===== src/rtl/wdg_pkg.sv =====
package wdg_pkg;
  typedef enum logic [1:0] {
    SRC_SYS4 = 2'd0,
    SRC_RTC  = 2'd1,
    SRC_OSC  = 2'd2,
    SRC_NONE = 2'd3
  } wdg_src_e;
  localparam int unsigned NUM_CLR = 2;
endpackage


===== src/rtl/wdg_tick_sel.sv =====
module wdg_tick_sel
  import wdg_pkg::*;
(
  input  logic     [1:0] src_sel_i,
  input  logic           tick_sys4_i,
  input  logic           tick_rtc_i,
  input  logic           tick_osc_i,
  output logic           tick_o
);
  wdg_src_e src;
  always_comb begin
    src = wdg_src_e'(src_sel_i);
    unique case (src)
      SRC_SYS4: tick_o = tick_sys4_i;
      SRC_RTC:  tick_o = tick_rtc_i;
      SRC_OSC:  tick_o = tick_osc_i;
      default:  tick_o = 1'b0;
    endcase
  end
endmodule


===== src/rtl/wdg_clear_ctl.sv =====
module wdg_clear_ctl
  import wdg_pkg::*;
(
  input  logic clk_i,
  input  logic rst_i,
  input  logic en_i,
  input  logic dual_i,
  input  logic clr_a_i,
  input  logic clr_b_i,
  output logic clr_now_o
);
  logic [NUM_CLR-1:0] strobe;
  logic [NUM_CLR-1:0] pend_q;
  logic [NUM_CLR-1:0] seen;

  assign strobe = {clr_b_i, clr_a_i};
  assign seen   = pend_q | strobe;

  always_comb begin
    if (!en_i)       clr_now_o = 1'b0;
    else if (dual_i) clr_now_o = (&seen) && (|strobe);
    else             clr_now_o = |strobe;
  end

  for (genvar g = 0; g < NUM_CLR; g++) begin : g_pend
    always_ff @(posedge clk_i) begin
      if (rst_i || !en_i || !dual_i || clr_now_o) pend_q[g] <= 1'b0;
      else if (strobe[g])                         pend_q[g] <= 1'b1;
    end
  end

  // marks drop once a clear has taken effect
  a_r7_marks_drop: assert property (@(posedge clk_i) disable iff (rst_i)
    clr_now_o |=> (pend_q == '0));
  // reset leaves no pending mark
  a_r9_reset_marks: assert property (@(posedge clk_i)
    rst_i |=> (pend_q == '0));
  // a lone first strobe with nothing pending does not clear
  a_r6_lone_no_clear: assert property (@(posedge clk_i) disable iff (rst_i)
    (en_i && dual_i && pend_q == '0 && (clr_a_i ^ clr_b_i)) |-> !clr_now_o);
  // a lone strobe is remembered for the next one
  a_r6_mark_kept: assert property (@(posedge clk_i) disable iff (rst_i)
    (en_i && dual_i && clr_a_i && !clr_now_o) |=> pend_q[0]);
endmodule


===== src/rtl/wdg_counter.sv =====
module wdg_counter #(
  parameter int unsigned CNT_W = 16
) (
  input  logic clk_i,
  input  logic rst_i,
  input  logic en_i,
  input  logic tick_i,
  input  logic clr_i,
  output logic timeout_o
);
  localparam logic [CNT_W-1:0] CNT_MAX = {CNT_W{1'b1}};

  logic [CNT_W-1:0] cnt_q;
  logic             to_q;

  always_ff @(posedge clk_i) begin
    if (rst_i || !en_i) begin
      cnt_q <= '0;
      to_q  <= 1'b0;
    end else begin
      to_q <= 1'b0;
      if (clr_i) begin
        cnt_q <= '0;
      end else if (tick_i) begin
        if (cnt_q == CNT_MAX) begin
          cnt_q <= '0;
          to_q  <= 1'b1;
        end else begin
          cnt_q <= cnt_q + 1'b1;
        end
      end
    end
  end

  assign timeout_o = to_q;

  // the pulse never lasts two cycles
  a_r3_pulse_single: assert property (@(posedge clk_i) disable iff (rst_i)
    to_q |=> !to_q);
  // switched off means parked at zero
  a_r4_off_idle: assert property (@(posedge clk_i) disable iff (rst_i)
    !en_i |=> (cnt_q == '0 && !to_q));
  // a clear beats a tick in the same cycle
  a_r8_clear_wins: assert property (@(posedge clk_i) disable iff (rst_i)
    (en_i && clr_i) |=> (cnt_q == '0 && !to_q));
endmodule


===== src/rtl/wdg_timer.sv =====
module wdg_timer
  import wdg_pkg::*;
#(
  parameter int unsigned CNT_W = 16
) (
  input  logic       clk_i,
  input  logic       rst_i,
  input  logic       wdg_en_i,
  input  logic       dual_clr_i,
  input  logic [1:0] src_sel_i,
  input  logic       tick_sys4_i,
  input  logic       tick_rtc_i,
  input  logic       tick_osc_i,
  input  logic       clr_a_i,
  input  logic       clr_b_i,
  output logic       timeout_o
);
  logic tick_w;
  logic clr_now_w;

  wdg_tick_sel u_sel (
    .src_sel_i   (src_sel_i),
    .tick_sys4_i (tick_sys4_i),
    .tick_rtc_i  (tick_rtc_i),
    .tick_osc_i  (tick_osc_i),
    .tick_o      (tick_w)
  );

  wdg_clear_ctl u_clr (
    .clk_i     (clk_i),
    .rst_i     (rst_i),
    .en_i      (wdg_en_i),
    .dual_i    (dual_clr_i),
    .clr_a_i   (clr_a_i),
    .clr_b_i   (clr_b_i),
    .clr_now_o (clr_now_w)
  );

  wdg_counter #(.CNT_W(CNT_W)) u_cnt (
    .clk_i     (clk_i),
    .rst_i     (rst_i),
    .en_i      (wdg_en_i),
    .tick_i    (tick_w),
    .clr_i     (clr_now_w),
    .timeout_o (timeout_o)
  );

  // the "none" code produces no tick whatever the lines do
  a_r2_none_silent: assert property (@(posedge clk_i) disable iff (rst_i)
    (src_sel_i == SRC_NONE) |-> !tick_w);
  // single mode clears on any strobe
  a_r5_single_clear: assert property (@(posedge clk_i) disable iff (rst_i)
    (wdg_en_i && !dual_clr_i && (clr_a_i || clr_b_i)) |-> clr_now_w);
endmodule


===== config.mk =====
export PLATFORM = sky130hd
export DESIGN_NAME = wdg_timer
export DESIGN_NICKNAME = d
export VERILOG_FILES = /design/src/rtl/wdg_pkg.sv /design/src/rtl/wdg_tick_sel.sv /design/src/rtl/wdg_clear_ctl.sv /design/src/rtl/wdg_counter.sv /design/src/rtl/wdg_timer.sv
export SDC_FILE = /design/constraint.sdc
export NUM_CORES = 1
export LEC_CHECK = 0
export ABC_AREA = 1
export BUFFER_PORTS_ARGS = -buffer_cell sky130_fd_sc_hd__buf_2
export CAP_MARGIN = 20
export CORE_UTILIZATION = 50
export DETAILED_ROUTE_END_ITERATION = 6
export HOLD_SLACK_MARGIN = 0.15
export PLACE_DENSITY = 0.7
export RECOVER_POWER = 100
export SYNTH_ARGS = -nofsm -noshare
export SYNTH_HDL_FRONTEND = slang
export SYNTH_SLANG_ARGS = --single-unit
export TNS_END_PERCENT = 30

===== constraint.sdc =====
create_clock -name clk_i -period 1.4 [get_ports clk_i]
set_input_delay 0.14 -clock clk_i [delete_from_list [all_inputs] [get_ports clk_i]]
set_output_delay 0.14 -clock clk_i [all_outputs]
set_load 0.02 [all_outputs]

### Yosys cells after proc, flatten, opt, wreduce, memory -nomap -nowiden

Cells that the tools add are included.

| storage, ports and cells | value |
|---|---|
| bits in registers | 19 |
| input bits | 11 |
| output and inout bits | 1 |
| logic and storage cells | 26 |

| cells by class | value |
|---|---|
| add/sub/neg operators | 1 |
| equal/unequal tests | 3 |
| multiplexer cells | 5 |
| bitwise operators | 2 |
| reductions and logical operators | 11 |

Operators with widths:

| operator | count |
|---|---|
| adder 16 x 1 -> 16 bit, second input constant | 1 |
| == test 16 bit, second input constant | 1 |
| two-way mux 16 bit | 1 |
| OR reduction 2 bit | 2 |
| logical OR 1 bit | 3 |
| two-way mux 1 bit | 3 |
| case mux 1 bit (3 select lines) | 1 |
| OR reduction 3 bit | 1 |
| == test 2 x 1 -> 1 bit, second input constant | 1 |
| == test 2 bit, second input constant | 1 |
| zero test 1 bit | 2 |
| zero test 2 bit | 1 |
| bitwise OR 2 bit | 1 |
| AND reduction 2 bit | 1 |
| logical AND 1 bit | 1 |
| NOT 1 bit | 1 |

### Longest topological paths before layout

| depth | value |
|---|---|
| depth in word-level cells | 6 |
| mapped depth | 9 |
| depth with buffers taken out | 9 |

### Cells and area by module

Synthesis repeated with hierarchy kept, for this count alone.

| unflattened totals | value |
|---|---|
| cell total of the unflattened synthesis | 149 |
| area, all modules | 1002.2 um2 |

By module, submodules not included:

| module | instances | cells an instance | area an instance (um2) | sequential area each (um2) |
|---|---|---|---|---|
| wdg_counter | 1 | 123 | 858.3 | 340.3 |
| wdg_clear_ctl | 1 | 20 | 116.4 | 40.0 |
| wdg_tick_sel | 1 | 6 | 27.5 | 0.0 |

### Worst setup path before layout

OpenSTA, ideal clock, no wires.

| path | value |
|---|---|
| path type | reg2reg |
| start | reg u_cnt.cnt_q[0] |
| end | reg u_cnt.cnt_q[5] |
| library setup time | 114 ps |
| arrival time | 1206 ps |
| required time | 1286 ps |
| path slack | 80 ps |
| cell stages (with the launch flop) | 9 |
| buffers on the path | 0 |
| clock period less this slack | 1320 ps |
| cells stage by stage | dfxtp_1 > ha_1 > nand2_1 > nor2_2 > nand2_2 > nor2_4 > nand3_4 > nand2_4 > nor2_1 |

| between the ends | value |
|---|---|
| word-level cells in the longest chain between the ends | 2 |
| elaborated cells on any way between the ends | 3 |
| classes of those cells | add/sub (1); eq/ne (1); mux (1) |

Ends and longest elaborated chain:

| item | line | RTL |
|---|---|---|
| start, declared | wdg_counter.sv:13 | `logic [CNT_W-1:0] cnt_q;` |
| start signal, assigned | wdg_counter.sv:29 | `cnt_q <= cnt_q + 1'b1;` |
| adder 16 x 1 -> 16 bit / == test 16 bit (equally long branches) | wdg_counter.sv:29, wdg_counter.sv:25 |  |
| two-way mux 16 bit (*) | wdg_counter.sv:25 | `if (cnt_q == CNT_MAX) begin` |

Every way passes the cells marked *; elsewhere a longest branch is shown, timed or not.
A chain may end at the register's enable or synchronous reset.

### Worst setup path in the final report

| path | value |
|---|---|
| start | reg u_cnt.cnt_q[1] |
| end | reg u_cnt.cnt_q[3] |

The elaborated chain is that of the path after synthesis.

==> results.py <==
metrics = {
    "logic_synthesis": {
        "yosysMostFrequentCell": "nand2_1",
        "async_flop_share": 0,
        "syn_inst": 166,
        "synth_area_um2": 1100,
        "syn_nets": 178,
        "netlist_top_cells_count": "nand2_1 (39), inv_1 (32), nor2_1 (22), dfxtp_1 (19), nand3_1 (16)",
        "synth-seq-area-share": 0.345,
        "yosys.area.top_type": "dfxtp_1",
        "synth.avg_cell_area_um2": 6.64,
        "ys_ff_latch": 19,
        "synth_flop_cell": "dfxtp_1",
        "synth_cell_type_count": 25,
        "synth_warnings": 0,
        "synth_top_area_frac": 0.345,
        "synth_edf_count": 0,
        "synthTopCellsByArea": "dfxtp_1 (35%), nand2_1 (13%), inv_1 (11%)",
    },
    "global_routing": {
        "grt_pass1_vias": 891,
        "grt_antenna_before_repair": 0,
        "grt_pass1_wl_um": 3570,
        "grt_max_degree": 28,
        "grt_overflow": 0,
        "grt_use_total": 0.193,
    },
    "finish": {
        "nNetsFinal": 208,
        "fillCellCount": 166,
        "n_antenna_cell": 0,
        "drive_above_1_share": 0.277,
        "instances_no_fill": 222,
        "syn_to_final_growth_pct": 26.9,
    },
    "power": {
        "leakagePower_nw": 0.591,
        "irDropWorstVdd_mv": 0.816,
        "p_total_mw": 0.937,
        "cellPowerDensity_nw_per_um2": 670,
    },
    "critical_path": {
        "reg2reg_slack_ns": 0.02,
        "path_max_fanout": 6,
        "endpoint_kind": "flip-flop",
        "critPathLaunchType": "flip-flop",
        "arrival_ns": 1.60,
        "critPathRequiredTime_ns": 1.62,
        "worstSetupPathType": "reg2reg",
    },
    "route": {
        "via_per_inst": 4.67,
        "drc": 0,
        "wirelength_um": 2230,
        "wl_per_cell_um": 10.0,
        "ant_nets": 0,
        "via_count": 1036,
        "drt-pass1-iter-count": 4,
        "drt_iter0_drc": 16,
    },
    "timing": {
        "max_slew.worst_pin.slew_ns": 0.306,
        "slew_headroom": 0.796,
        "fmax_mhz": 724,
        "finalMaxSlewViolations": 0,
        "min_period_ns": 1.38,
        "holdWs_ns": 0.228,
        "tns_ns": 0,
        "hold_violations": 0,
        "fin_crit_sh": 0.986,
        "grt_setup_unrepaired": "true",
        "finalSetupViolCount": 0,
        "finClkSkew_ns": 0.00339,
        "fin_ws_ns": 0.0196,
    },
    "outcome": {
        "status": "finished clean",
    },
    "cts": {
        "clk_latency_ns": 0.31,
        "cts_sinks": 19,
        "cts.reportedPaths.clkPinSlew_ns": 0.11,
        "cts_made_buffers": 3,
        "cts_tree": "yes",
        "clock_path_buffers": 2,
        "root_buffer": "clkbuf_4",
        "htreeDepth": 1,
    },
    "place": {
        "detailed_place_hpwl_um": 1490,
        "dp.cells": 206,
        "port_buffers": 11,
        "routabilityCongestion": 0.877,
        "place_ws_ns": -0.0270,
    },
    "floorplanning": {
        "start_util": 0.545,
        "num_rows": 16,
        "die_h_um": 49.0,
        "io_pins": 12,
        "die_area_um2": 2400,
        "fp.coreArea_um2": 2020,
        "chipWidth_um": 49.0,
    },
    "hold_path": {
        "hold_class": "in2reg",
    },
    "job": {
        "max_cap_viol_count": 0,
    },
}
## cell usage in the layout (no fill, tap or decap), types with 3 or more instances in the layout
cell type,instances
nand2_1,38
inv_1,30
nor2_1,19
nand3_1,16
dfxtp_1,16
buf_4,11
buf_2,10
nor2_4,5
a21oi_1,5
inv_2,4
nand4_1,4
nand2_2,3
xor2_1,3
a21oi_2,3
clkbuf_4,3
dlygate4sd3_1,3
## critical path, cell delays in order, from the launching register on
cell and delay [ns]:
dfxtp_4 0.38, ha_4 0.15, nand2_4 0.05, nor2_4 0.10, nand2_2 0.08, nor2_4 0.18
nand3_4 0.16, nand2_8 0.14, nor2_1 0.04
## cells by family (layout without fill, tap and decap cells)
group	count (synthesis)	count (layout)	synth area share
simple gates	96	97	0.423
xor+xnor	3	3	0.0238
fa+ha+maj	1	1	0.0113
flops	19	19	0.345
buf+inv	36	64	0.133
compound gates	11	11	0.0636
## worst paths after layout
path              startpoint              end  cells after the start
min                 wdg_en_i   u_cnt.cnt_q[8]                      5
max           u_cnt.cnt_q[1]   u_cnt.cnt_q[3]                      8
min reg2reg  u_clr.pend_q[0]  u_clr.pend_q[0]                      2
max reg2reg   u_cnt.cnt_q[1]   u_cnt.cnt_q[3]                      8
## power by group
group	switching [mW]	internal, mW
clock network	0.184	0.107
logic	0.0596	0.0418
registers	0.00212	0.542
total	0.246	0.691
## layer usage
metal	share of wire	routed length [um]	vias up	global-route usage
met5	0	0	-	0
met4	0.0076	17	0	0.0588
met3	0.030	67	3	0.0561
met2	0.49	1100	13	0.313
met1	0.47	1040	453	0.248
li1	-	-	567	-
## sequential cells by signal, summed over array words and instances, names as in the netlist
name             cells
u_cnt.cnt_q         16
u_clr.pend_q         2
u_cnt.timeout_o      1
## cell type report
class                      count  area [um2]  area share
timing repair buffer          26         178       0.127
tap                           27        33.8      0.0242
multi-input combinational    112         646       0.462
clock buffer                   3        22.5      0.0161
clock inverter                 1        5.00     0.00358
sequential                    19         387       0.276
inverter                      34         128      0.0912
## per-stage QoR
stage	utilization	cell area (um2)
finish	0.692	1400
global route	0.692	1400
CTS	0.624	1260
detailed placement	0.595	1200
global placement	0.595	1200
floorplan	-	1100
## repair_timing
item	in CTS	in global routing
hold buffers	3	0
endpoints found under the setup margin	10	17
endpoints found under the hold margin	2	0
gates resized for setup	1	20
setup buffers	0	8
pin swaps	1	11
cloned	0	1
(Power assumes the default switching activity.)
